===== src/rtl/ctlreg_pkg.sv =====
package ctlreg_pkg;
  localparam int XLEN      = 64;
  localparam int HALF      = 32;
  localparam int PE_BIT    = 0;
  localparam int LEGACY_BIT = 29;
  localparam int CD_BIT    = 30;
  localparam int PG_BIT    = 31;
  localparam int TSD_BIT   = 2;
  localparam int DE_BIT    = 3;
  localparam int PSE_BIT   = 4;
  localparam int PAE_BIT   = 5;

  typedef enum logic {SEL_MODE = 1'b0, SEL_FEAT = 1'b1} regsel_e;

  // bits of the mode-control register that software may change
  function automatic logic [XLEN-1:0] mode_wmask();
    logic [XLEN-1:0] m;
    m = '0;
    for (int i = 0; i <= 5; i++) m[i] = 1'b1;
    m[16] = 1'b1;
    m[18] = 1'b1;
    m[LEGACY_BIT] = 1'b1;
    m[CD_BIT] = 1'b1;
    m[PG_BIT] = 1'b1;
    return m;
  endfunction

  function automatic logic [XLEN-1:0] low_ones(int n);
    logic [XLEN-1:0] m;
    m = '0;
    for (int i = 0; i < XLEN; i++) m[i] = (i < n);
    return m;
  endfunction
endpackage


===== src/rtl/ctlreg_wcheck.sv =====
module ctlreg_wcheck
  import ctlreg_pkg::*;
#(
  parameter int FEAT_BITS = 11
) (
  input  logic            sel,
  input  logic [XLEN-1:0] data,
  input  logic            long_mode,
  output logic            fault
);
  logic pg_without_pe;
  logic upper_in_long;
  logic feat_oob;

  always_comb begin
    pg_without_pe = data[PG_BIT] & ~data[PE_BIT];
    upper_in_long = long_mode & (|data[XLEN-1:HALF]);
    feat_oob      = |data[XLEN-1:FEAT_BITS];
    if (regsel_e'(sel) == SEL_MODE) fault = pg_without_pe | upper_in_long;
    else                            fault = feat_oob;
  end
endmodule


===== src/rtl/ctlreg_store.sv =====
module ctlreg_store
  import ctlreg_pkg::*;
#(
  parameter int FEAT_BITS = 11
) (
  input  logic            clk,
  input  logic            rst_n,
  input  logic            we,
  input  logic            sel,
  input  logic [XLEN-1:0] data,
  output logic [XLEN-1:0] mode_q,
  output logic [XLEN-1:0] feat_q
);
  localparam logic [XLEN-1:0] MODE_WM  = mode_wmask();
  localparam logic [XLEN-1:0] FEAT_WM  = low_ones(FEAT_BITS);
  localparam logic [XLEN-1:0] MODE_RST = XLEN'(1) << PE_BIT;

  always_ff @(posedge clk) begin
    if (!rst_n) begin
      mode_q <= MODE_RST;
      feat_q <= '0;
    end else if (we) begin
      if (regsel_e'(sel) == SEL_MODE)
        mode_q <= (mode_q & ~MODE_WM) | (data & MODE_WM);
      else
        feat_q <= data & FEAT_WM;
    end
  end

  AST_RSVD_STABLE: assert property (@(posedge clk) disable iff (!rst_n)
    (mode_q & ~MODE_WM) == ($past(mode_q) & ~MODE_WM));
  AST_FEAT_UPPER_ZERO: assert property (@(posedge clk) disable iff (!rst_n)
    (feat_q & ~FEAT_WM) == '0);
  AST_PG_NEEDS_PE: assert property (@(posedge clk) disable iff (!rst_n)
    mode_q[PG_BIT] |-> mode_q[PE_BIT]);
endmodule


===== src/rtl/ctlreg_decode.sv =====
module ctlreg_decode
  import ctlreg_pkg::*;
#(
  parameter int CPL_W    = 2,
  parameter int DR_IDX_W = 3
) (
  input  logic                clk,
  input  logic                rst_n,
  input  logic [XLEN-1:0]     feat_q,
  input  logic [CPL_W-1:0]    cpl,
  input  logic [DR_IDX_W-1:0] dr_idx,
  output logic                tsd_en,
  output logic                dbg_ext,
  output logic                pae_en,
  output logic                pse_en,
  output logic                tsc_read_ok,
  output logic [DR_IDX_W-1:0] dr_idx_eff,
  output logic                dr_ud
);
  localparam logic [DR_IDX_W-1:0] ALIAS_A = DR_IDX_W'(4);
  localparam logic [DR_IDX_W-1:0] ALIAS_B = DR_IDX_W'(5);
  localparam logic [DR_IDX_W-1:0] SHIFT   = DR_IDX_W'(2);

  logic in_alias;

  always_comb begin
    tsd_en      = feat_q[TSD_BIT];
    dbg_ext     = feat_q[DE_BIT];
    pae_en      = feat_q[PAE_BIT];
    pse_en      = feat_q[PSE_BIT] & ~feat_q[PAE_BIT];
    tsc_read_ok = ~feat_q[TSD_BIT] | (cpl == '0);
    in_alias    = (dr_idx == ALIAS_A) | (dr_idx == ALIAS_B);
    dr_ud       = in_alias & feat_q[DE_BIT];
    dr_idx_eff  = (in_alias && !feat_q[DE_BIT]) ? dr_idx + SHIFT : dr_idx;
  end

  AST_TSC_OPEN: assert property (@(posedge clk) disable iff (!rst_n)
    !tsd_en |-> tsc_read_ok);
  AST_UD_NEEDS_DE: assert property (@(posedge clk) disable iff (!rst_n)
    dr_ud |-> dbg_ext);
  AST_PSE_MASKED: assert property (@(posedge clk) disable iff (!rst_n)
    pae_en |-> !pse_en);
endmodule


===== src/rtl/ctl_regfile.sv =====
module ctl_regfile
  import ctlreg_pkg::*;
#(
  parameter int FEAT_BITS = 11,
  parameter int CPL_W     = 2,
  parameter int DR_IDX_W  = 3
) (
  input  logic                clk,
  input  logic                rst_n,
  input  logic                wr_valid,
  output logic                wr_ready,
  input  logic                wr_sel,
  input  logic [XLEN-1:0]     wr_data,
  input  logic                long_mode,
  input  logic [CPL_W-1:0]    cpl,
  output logic                wr_ok,
  output logic                wr_gp,
  output logic [XLEN-1:0]     mode_q,
  output logic [XLEN-1:0]     feat_q,
  output logic                paging_en,
  output logic                prot_en,
  output logic                cache_dis,
  output logic                dbg_ext,
  output logic                tsd_en,
  output logic                pae_en,
  output logic                pse_en,
  output logic                tsc_read_ok,
  input  logic [DR_IDX_W-1:0] dr_idx,
  output logic [DR_IDX_W-1:0] dr_idx_eff,
  output logic                dr_ud
);
  logic ready_q, ok_q, gp_q, accept, fault, commit;

  assign accept = wr_valid & ready_q;
  assign commit = accept & ~fault;

  ctlreg_wcheck #(.FEAT_BITS(FEAT_BITS)) u_check (
    .sel(wr_sel), .data(wr_data), .long_mode(long_mode), .fault(fault));

  ctlreg_store #(.FEAT_BITS(FEAT_BITS)) u_store (
    .clk(clk), .rst_n(rst_n), .we(commit), .sel(wr_sel), .data(wr_data),
    .mode_q(mode_q), .feat_q(feat_q));

  ctlreg_decode #(.CPL_W(CPL_W), .DR_IDX_W(DR_IDX_W)) u_decode (
    .clk(clk), .rst_n(rst_n), .feat_q(feat_q), .cpl(cpl), .dr_idx(dr_idx),
    .tsd_en(tsd_en), .dbg_ext(dbg_ext), .pae_en(pae_en), .pse_en(pse_en),
    .tsc_read_ok(tsc_read_ok), .dr_idx_eff(dr_idx_eff), .dr_ud(dr_ud));

  always_ff @(posedge clk) begin
    if (!rst_n) begin
      ready_q <= 1'b0;
      ok_q    <= 1'b0;
      gp_q    <= 1'b0;
    end else begin
      ready_q <= 1'b1;
      ok_q    <= commit;
      gp_q    <= accept & fault;
    end
  end

  assign wr_ready  = ready_q;
  assign wr_ok     = ok_q;
  assign wr_gp     = gp_q;
  assign paging_en = mode_q[PG_BIT];
  assign prot_en   = mode_q[PE_BIT];
  assign cache_dis = mode_q[CD_BIT];

  AST_ONE_RESULT: assert property (@(posedge clk) disable iff (!rst_n)
    !(wr_ok && wr_gp));
  AST_RESULT_HAS_WRITE: assert property (@(posedge clk) disable iff (!rst_n)
    (wr_ok || wr_gp) |-> $past(wr_valid && wr_ready));
  AST_GP_KEEPS_STATE: assert property (@(posedge clk) disable iff (!rst_n)
    wr_gp |-> (mode_q == $past(mode_q) && feat_q == $past(feat_q)));
  AST_PAGING_PROT: assert property (@(posedge clk) disable iff (!rst_n)
    paging_en |-> prot_en);
endmodule


===== config.mk =====
export PLATFORM = sky130hd
export DESIGN_NAME = ctl_regfile
export DESIGN_NICKNAME = d
export VERILOG_FILES = /design/src/rtl/ctlreg_pkg.sv /design/src/rtl/ctlreg_wcheck.sv /design/src/rtl/ctlreg_store.sv /design/src/rtl/ctlreg_decode.sv /design/src/rtl/ctl_regfile.sv
export SDC_FILE = /design/constraint.sdc
export NUM_CORES = 1
export LEC_CHECK = 0
export CORE_AREA = 2 2 84 86
export DETAILED_ROUTE_END_ITERATION = 12
export DIE_AREA = 0 0 86 88
export PLACE_DENSITY_LB_ADDON = 0.15
export REMOVE_ABC_BUFFERS = 1
export SLEW_MARGIN = 25
export SYNTH_ARGS = -nofsm -noshare
export SYNTH_HDL_FRONTEND = slang
export SYNTH_HIERARCHICAL = 1
export SYNTH_SLANG_ARGS = --single-unit

===== constraint.sdc =====
create_clock -name clk -period 5.8 [get_ports clk]
set_clock_uncertainty 0.15 [all_clocks]
set_input_delay 1.16 -clock clk [delete_from_list [all_inputs] [get_ports clk]]
set_output_delay 1.16 -clock clk [all_outputs]
set_load 0.03 [all_outputs]

======== Word-level counts from Yosys, hierarchy flattened ========
Index checks and enable logic that the tools add are counted.
storage, ports and cells
  flip-flop bits (word level) ............. 78
  output and inout bits ................... 143
  word-level logic and storage cells ...... 34
operators by class
  add/sub/neg operators ................... 1
  equality and inequality tests ........... 2
  multiplexer cells ....................... 3
  bitwise operators ....................... 16
  reductions and logical operators ........ 7
operator list
  cell                                         count
  OR 64 x 32 -> 64 bit                         1
  OR reduction 53 bit                          1
  OR reduction 32 bit                          1
  AND 1 bit                                    7
  == test 3 bit, second input constant         2
  inverter 1 bit                               5
  AND reduction 2 bit                          2
  adder 3 x 2 -> 3 bit, second input constant  1
  2-to-1 mux 3 bit                             1
  OR 1 bit                                     3
  logical NOT 2 bit                            1
  2-to-1 mux 1 bit                             2
  logical AND 1 bit                            1
  logical NOT 1 bit                            1

======== Longest topological paths before layout ========
Gate-level depths: netlist of run 1.
  depth in word-level cells ............... 7
  mapped depth ............................ 9
  mapped depth without buffers ............ 7

======== Modules after synthesis ========
Netlist of run 1, hierarchy kept.
modules (own cells, without submodules)
  module         times used  cells an instance  area each (µm²)  seq. area each (µm²)
  ctlreg_store   1           200                1666.6           440.4
  ctlreg_wcheck  1           23                 160.2            0.0
  ctl_regfile    1           9                  112.6            60.1
  ctlreg_decode  1           11                 63.8             0.0

======== Worst setup path before layout of run 1 ========
OpenSTA, ideal clock, no wires.
  path type ............................... input port to output port
  start point ............................. input cpl[1]
  end point ............................... output tsc_read_ok
  arrival time ............................ 1.850 ns
  required time ........................... 4.490 ns
  slack ................................... 2.640 ns
  stages on the path ...................... 1
  buffers on the path ..................... 0
  cells stage by stage .................... o21ai_0
on the way
  word-level cells in the longest chain between the ends .. 2
RTL lines
  item               line                 RTL
  from (decl)        ctl_regfile.sv:15    input logic [CPL_W-1:0] cpl,
  logical NOT 2 bit  ctlreg_decode.sv:31  tsc_read_ok = ~feat_q[TSD_BIT] | (cpl == '0);
  OR 1 bit           ctlreg_decode.sv:31
  to (decl)          ctl_regfile.sv:27    output logic tsc_read_ok,
Every way passes these cells.

======== Worst setup path in the final report of run 1 ========
  start point ............................. input dr_idx[2]
  end point ............................... output dr_ud
on the way
  word-level cells in the longest chain between the ends .. 3
RTL lines
  item           line                 RTL
  from (decl)    ctl_regfile.sv:28    input logic [DR_IDX_W-1:0] dr_idx,
  == test 3 bit  ctlreg_decode.sv:32  in_alias = (dr_idx == ALIAS_A) | (dr_idx == ALIAS_B);
  OR 1 bit *     ctlreg_decode.sv:32
  AND 1 bit *    ctlreg_decode.sv:33  dr_ud = in_alias & feat_q[DE_BIT];
  to (decl)      ctl_regfile.sv:30    output logic dr_ud
Mark *: on every way between the ends. The rest lies on a longest branch, timed or not.

==> summary.md, run 1 <==
| Metric | Value |
|---|---|
| MaxCap Viol Count | `0` |
| CTS H-tree depth | `1` |
| Vias in the first global route | `between 1,000 and 1,500` |
| Top cell type's share of synthesized area | `42.35%` |
| RSZ-0062 raised after global routing | `false` |
| Setup violators final | `0` |
| DP Wirelength | `3.774 mm` |
| Maximum clock insertion buffer count | `2` |
| IO Pins | `around 220` |
| FF+latch count, synth | `25` |
| Core Area | `roughly 6600 um2` |
| Layout Nets | `between 400 and 500` |
| Pwr Density | `165.8 nW/um2` |
| Netlist cell types | `26` |
| P&R area growth vs syn | `36.17%` |
| Final hold vios | `0` |
| Leakage | `~1.1 nW` |
| # DRC | `0` |
| GRT Total Usage | `roughly a tenth` |
| Drt total wl | `~4.5 mm` |
| Post-cts hold buffer count | `0` |
| Flop-to-flop setup slack | `between 4000 and 5000 ps` |
| Ranking of synthesized cells by area | `buf_4 (42%), dfxtp_1 (25%), mux2i_1 (7.5%)` |
| Starting Density | `30.15%` |
| Critical path peak fanout | `3` |
| Crit end category | `primary output` |
| Met3 routed WL | `about 440 um` |
| Total power | `approximately 0.00045 W` |
| Final period utilization | `65.07%` |
| Dpl ws | `around 1900 ps` |
| Yosys top cell by area | `buf_4` |
| Overall die height | `88 um` |
| Vias per Instance | `3.721` |
| Startpoint Class | `input pin` |
| CTS root buf | `clkbuf_8` |
| Clock transition at path regs | `around 80 ps` |
| CP Class | `in2out` |
| Pin count of the biggest net entering global routing | `42` |
| Total gr overflow | `0` |
| Skew-Pair Late Insertion Delay | `~260 ps` |
| Met2 WL post-DR | `about 2.3 mm` |
| Initial antenna violation count | `0` |
| CTS resizes | `0` |
| Vias | `roughly 1,600` |
| Die W | `approximately 86 um` |
| Crit path DAT | `2460 ps` |
| Min-delay worst type | `reg2reg` |
| Cell Rows | `30` |
| RD Place Congestion | `approximately 0.65` |
| Post-synth top cells | `buf_4 (113), nand2_1 (33), dfxtp_1 (25), mux2i_1 (15)` |
| Synthesis Warnings | `6` |
| Number of synthesized flops with an enable pin | `0` |
| Post-synthesis cell area | `around 2000 um2` |
| Post-CTS Setup Repair Bufs | `0` |
| CP Data Required Time | `about 4500 ps` |
| Status | `complete, no violations` |
| Register area share after synthesis | `24.98%` |
| Max-slew violation count | `0` |
| First-pass iteration count of the detailed router | `4` |
| CTS tree | `done` |
| Synth async-reset ratio | `0%` |
| Top Metal Used | `met4` |
| Layout cells sized above 1 | `~3.5%` |
| IO Port Bufs | `around 110` |
| Die ar. | `between 7000 and 8000 um2` |
| M1 WL | `about 1.7 mm` |
| Count leader, synth | `buf_4` |
| First-pass GRT wire length | `about 6.3 mm` |
| Syn Area/Cell | `8.244 um2` |
| Cells after Synth | `between 200 and 250` |
| Inserted Clock Buffers | `3` |
| WL/cell | `10.78 um` |
| Fin crit period | `~3800 ps` |
| TNS Setup | `0 ps` |
| Final worst-path setup slack | `a little over 2000 ps` |
| Detail Route Antenna Nets | `0` |
| Post-route core utilization | `between 40% and 50%` |
| Max Clk Rate | `between 200 and 300 MHz` |
| ANT cells | `0` |
| CTS Sinks | `25` |
| Main synth FF type | `dfxtp_1` |
| Peak supply drop | `roughly 73 uV` |
| Initial DRC count | `33` |
path summary, 6_finish.rpt:
| kind | depth (start not counted) | end | from |
|---|---|---|---|
| max reg2reg | 3 | u_store/mode_q[16] | wr_ready |
| min reg2reg | 2 | u_store/feat_q[6] | u_store/feat_q[6] |
| min | 2 | u_store/feat_q[6] | u_store/feat_q[6] |
| max | 4 | dr_ud | dr_idx[2] |
cell usage in the layout, fill, tap and decap left out, drive strengths merged:
master,instances
clkdlybuf4s50,108
conb,106
nand2,33
dfxtp,25
mux2i,15
nor4,13
nand4,9
o21ai,8
clkbuf,4
inv,3
a21oi,2
nor2,2
nor2b,2
and4,1
and3b,1
and4b,1
buf,1
nor4b,1
a21o,1
nand3b,1
o211ai,1
and2,1
stage by stage:
stage,hold WS (ps),area [um2],instances
final,300.5,2728,419
after global routing,328.8,2728,419
after CTS,308.7,2728,419
after detailed placement,294.9,2683,415
after global placement,286.9,2683,415
after floorplan,422.7,1494,226
sequential cells by signal, summed over array words and instances (netlist names):
name            cells
wr_gp               1
wr_ok               1
wr_ready            1
u_store/feat_q     11
u_store/mode_q     11
kinds of logic (layout without fill, tap and decap cells):
group	Yosys count	count (layout)	synth area share (%)
AO/OA/AOI/OAI	12	12	3.248
buffers and inverters	125	116	45.66
flip-flops	25	25	24.98
multiplexers	15	15	7.495
other	1	106	0.1872
AND/OR/NAND/NOR	65	65	18.43
report_power, final:
part / leakage [nW] / internal (W) / switching [W]
Clock: 0.0228 / 0.0000491 / 0.0000551
Sequential: 0.202 / 0.000174 / 0.00000138
Combinational: 0.908 / 0.0000540 / 0.000119
area by class of cell:
cell class | count | area, um2
multi-input cells | 198 | 982.2
flip-flops and latches | 25 | 500.5
well taps | 80 | 100.1
fillers | 679 | 3916
clock buffers | 4 | 45.04
repair buffers | 109 | 1089
inverters | 3 | 11.26
worst max-delay path, cell delays in order:
cell	delay [ps]
clkdlybuf4s50_1	500
nand2_1	60
nor2_1	80
clkdlybuf4s50_1	670
layer usage:
metal | vias to the layer above | global-route usage, %
met5 | - | 0
met4 | 0 | 2.165
met3 | 2 | 3.393
met2 | 102 | 18.32
met1 | 684 | 12.66
li1 | 771 | -
No activity file was read; power rests on OpenSTA's default activity.
==> run 2: changes to the inputs <==
- CORE_AREA: 2 2 84 86 -> not set
- CORE_UTILIZATION: not set -> 26
- DIE_AREA: 0 0 86 88 -> not set
- clock period: 5.8 -> 3.1 ns (I/O delays scaled with it)
==> summary.md, run 2 (same netlist as run 1, synthesis figures left out) <==
| Metric | Value |
|---|---|
| Leakage | `1.154 nW (was 1.133 nW)` |
| CP peak stage delay | `690 ps (was 670 ps)` |
| Layout Nets | `417 (was 414)` |
| Vias | `1,556 (was 1,559)` |
| Hold Path End | `u_store/feat_q[7] (was u_store/feat_q[6])` |
| IO Pins | `217 (unchanged)` |
| Min-delay worst type | `reg2reg (unchanged)` |
| Critical path peak fanout | `3 (unchanged)` |
| Starting Density | `27.33% (was 30.15%)` |
| Multi-input gate area | `982.2 um2 (unchanged)` |
| Largest registers | `u_store/feat_q x11, u_store/mode_q x11 (unchanged)` |
| TNS Setup | `0 ps (unchanged)` |
| Setup violators final | `0 (unchanged)` |
| CTS H-tree depth | `1 (unchanged)` |
| ANT cells | `0 (unchanged)` |
| Crit-path cells | `clkdlybuf4s50_1 -> nand2_1 -> nor2_1 -> clkdlybuf4s50_1 (unchanged)` |
| Fin crit period | `2728 ps` |
| Family with the most delay on the worst path | `buffers and inverters (unchanged)` |
| Most frequent cells in the layout | `clkdlybuf4s50_1 (108), conb_1 (106), nand2_1 (33), dfxtp_1 (25), mux2i_1 (15) (unchanged)` |
| Peak supply drop | `206.0 uV (was 73.13 uV)` |
| DP Wirelength | `3.709 mm (was 3.774 mm)` |
| Layout cells sized above 1 | `4.678% (was 3.540%)` |
| RD Place Congestion | `0.6795 (was 0.6502)` |
| CP Class | `in2out (unchanged)` |
| P&R area growth vs syn | `39.16% (was 36.17%)` |
| Inserted Clock Buffers | `3 (unchanged)` |
| Crit path DAT | `1960 ps (was 2460 ps)` |
| Detail Route Antenna Nets | `0 (unchanged)` |
| Final period utilization | `88.00%` |
| Cell Rows | `31 (was 30)` |
| Hold_ws | `302.4 ps (was 300.5 ps)` |
| Flop-to-flop setup slack | `1730 ps (was 4250 ps)` |
| Clock transition at path regs | `90 ps (was 80 ps)` |
| Worst Hold Depth | `2 (unchanged)` |
| Max Clk Rate | `between 300 and 400 MHz` |
| # DRC | `0 (unchanged)` |
| First-pass iteration count of the detailed router | `4 (unchanged)` |
| Finished Cell Area | `2788 um2 (was 2728 um2)` |
| CTS resizes | `0 (unchanged)` |
| Post-CTS Setup Repair Bufs | `0 (unchanged)` |
| Status | `complete, no violations (unchanged)` |
| Worst reg2reg path endpoint | `u_store/mode_q[4] (was u_store/mode_q[16])` |
| Crit. Startpoint | `dr_idx[2] (unchanged)` |
| Pin count of the biggest net entering global routing | `42 (unchanged)` |
| IO Port Bufs | `108 (unchanged)` |
| Maximum clock insertion buffer count | `2 (unchanged)` |
| Max-slew violation count | `0 (unchanged)` |
| Vias in the first global route | `1,277 (was 1,310)` |
| CTS root buf | `clkbuf_8 (unchanged)` |
| Vias per Instance | `3.528 (was 3.721)` |
| Die W | `89.78 um (was 86 um)` |
| RSZ-0062 raised after global routing | `false (unchanged)` |
| Drt total wl | `4.463 mm (was 4.517 mm)` |
| Total gr overflow | `0 (unchanged)` |
| CTS tree | `done (unchanged)` |
| Die ar. | `8060 um2 (was 7568 um2)` |
| Reg2Reg Depth | `4 (was 3)` |
| CP max-delay cell | `clkdlybuf4s50_1 (unchanged)` |
| First-pass GRT wire length | `6.637 mm (was 6.292 mm)` |
| Skew-Pair Late Insertion Delay | `260 ps (about the same)` |
| CP Data Required Time | `2330 ps (was 4490 ps)` |
| Crit end category | `primary output (unchanged)` |
| Commonest non-fill, non-tap cell in the layout | `clkdlybuf4s50_1 (unchanged)` |
| WL/cell | `10.12 um (was 10.78 um)` |
| CTS Sinks | `25 (unchanged)` |
| Launch point of the worst reg-to-reg path | `wr_ready (unchanged)` |
| Critical path buffers and inverters | `2 (unchanged)` |
| Pwr Density | `303.2 nW/um2 (was 165.8 nW/um2)` |
| Initial antenna violation count | `0 (unchanged)` |
| Min-delay src | `u_store/feat_q[7] (was u_store/feat_q[6])` |
| Post-cts hold buffer count | `0 (unchanged)` |
| Overall die height | `89.78 um (was 88 um)` |
| GRT Total Usage | `10.21% (was 10.49%)` |
| Startpoint Class | `input pin (unchanged)` |
| Area after DPL | `2741 um2 (was 2683 um2)` |
| Top cell by count, worst path | `clkdlybuf4s50_1 (unchanged)` |
| Initial DRC count | `29 (was 33)` |
| FF+latch area | `500.5 um2 (unchanged)` |
| Core Area | `7331 um2 (was 6644 um2)` |
| Final hold vios | `0 (unchanged)` |
| MaxCap Viol Count | `0 (unchanged)` |
| Fillcell total | `756 (was 679)` |
==> run 2: cell types whose count changed in the layout (fill, tap and decap cells not counted), sizes merged <==
cell / previous run / this run
buf: 1 / 4
clkinv: 0 / 1
clkbuf: 4 / 3
==> run 2: layer usage <==
metal | GRT usage, % | part of all wire [%] | vias to the layer above
li1 | - | - | 778
met1 | 13.01 | 42 | 677
met2 | 17.69 | 50 | 99
met3 | 2.623 | 7.8 | 2
met4 | 1.230 | 0.40 | 0
met5 | 0 | 0 | -
==> run 2: worst reg2reg max path: stages, from the launching register on <==
cell,delay [ps]
dfxtp_1,380
and3b_2,220
nor2b_4,200
buf_12,160
mux2i_1,200
==> run 2: worst max path at each step <==
| stage | cells after the start | end |
|---|---|---|
| after floorplan | 7 | u_store/mode_q[16] |
| after global placement | 9 | u_store/mode_q[18] |
| after detailed placement | 9 | u_store/mode_q[1] |
| after CTS | 4 | dr_ud |
| after global routing | 9 | u_store/mode_q[4] |
| final | 4 | dr_ud |
==> run 2: final cells by class <==
cell class | count | share of cell area (%)
Timing Repair Buffer | 112 | 40.31
Multi-Input combinational cell | 198 | 35.23
Sequential cell | 25 | 17.95
Tap cell | 99 | 4.443
Clock buffer | 3 | 1.481
Inverter | 3 | 0.4040
Clock inverter | 1 | 0.1795
==> run 2: power breakdown <==
group	switching, W	total (W)	internal (W)
clock network	0.000102	0.000192	0.0000898
logic	0.000222	0.000325	0.000103
registers	0.00000283	0.000328	0.000325
total	0.000327	0.000845	0.000518
==> run 2: through the flow <==
step | setup slack, ps | utilization (%) | total power [W] | std cells
after floorplan | 695.3 | - | 0.0005315 | 226
after CTS | 358.7 | 38.03 | 0.0008538 | 441
final | 372.1 | 38.03 | 0.0008454 | 441
after detailed placement | 96.84 | 37.40 | 0.0006593 | 437
after global routing | 162.9 | 38.03 | 0.0008925 | 441
after global placement | 104.3 | 37.40 | 0.0006599 | 437
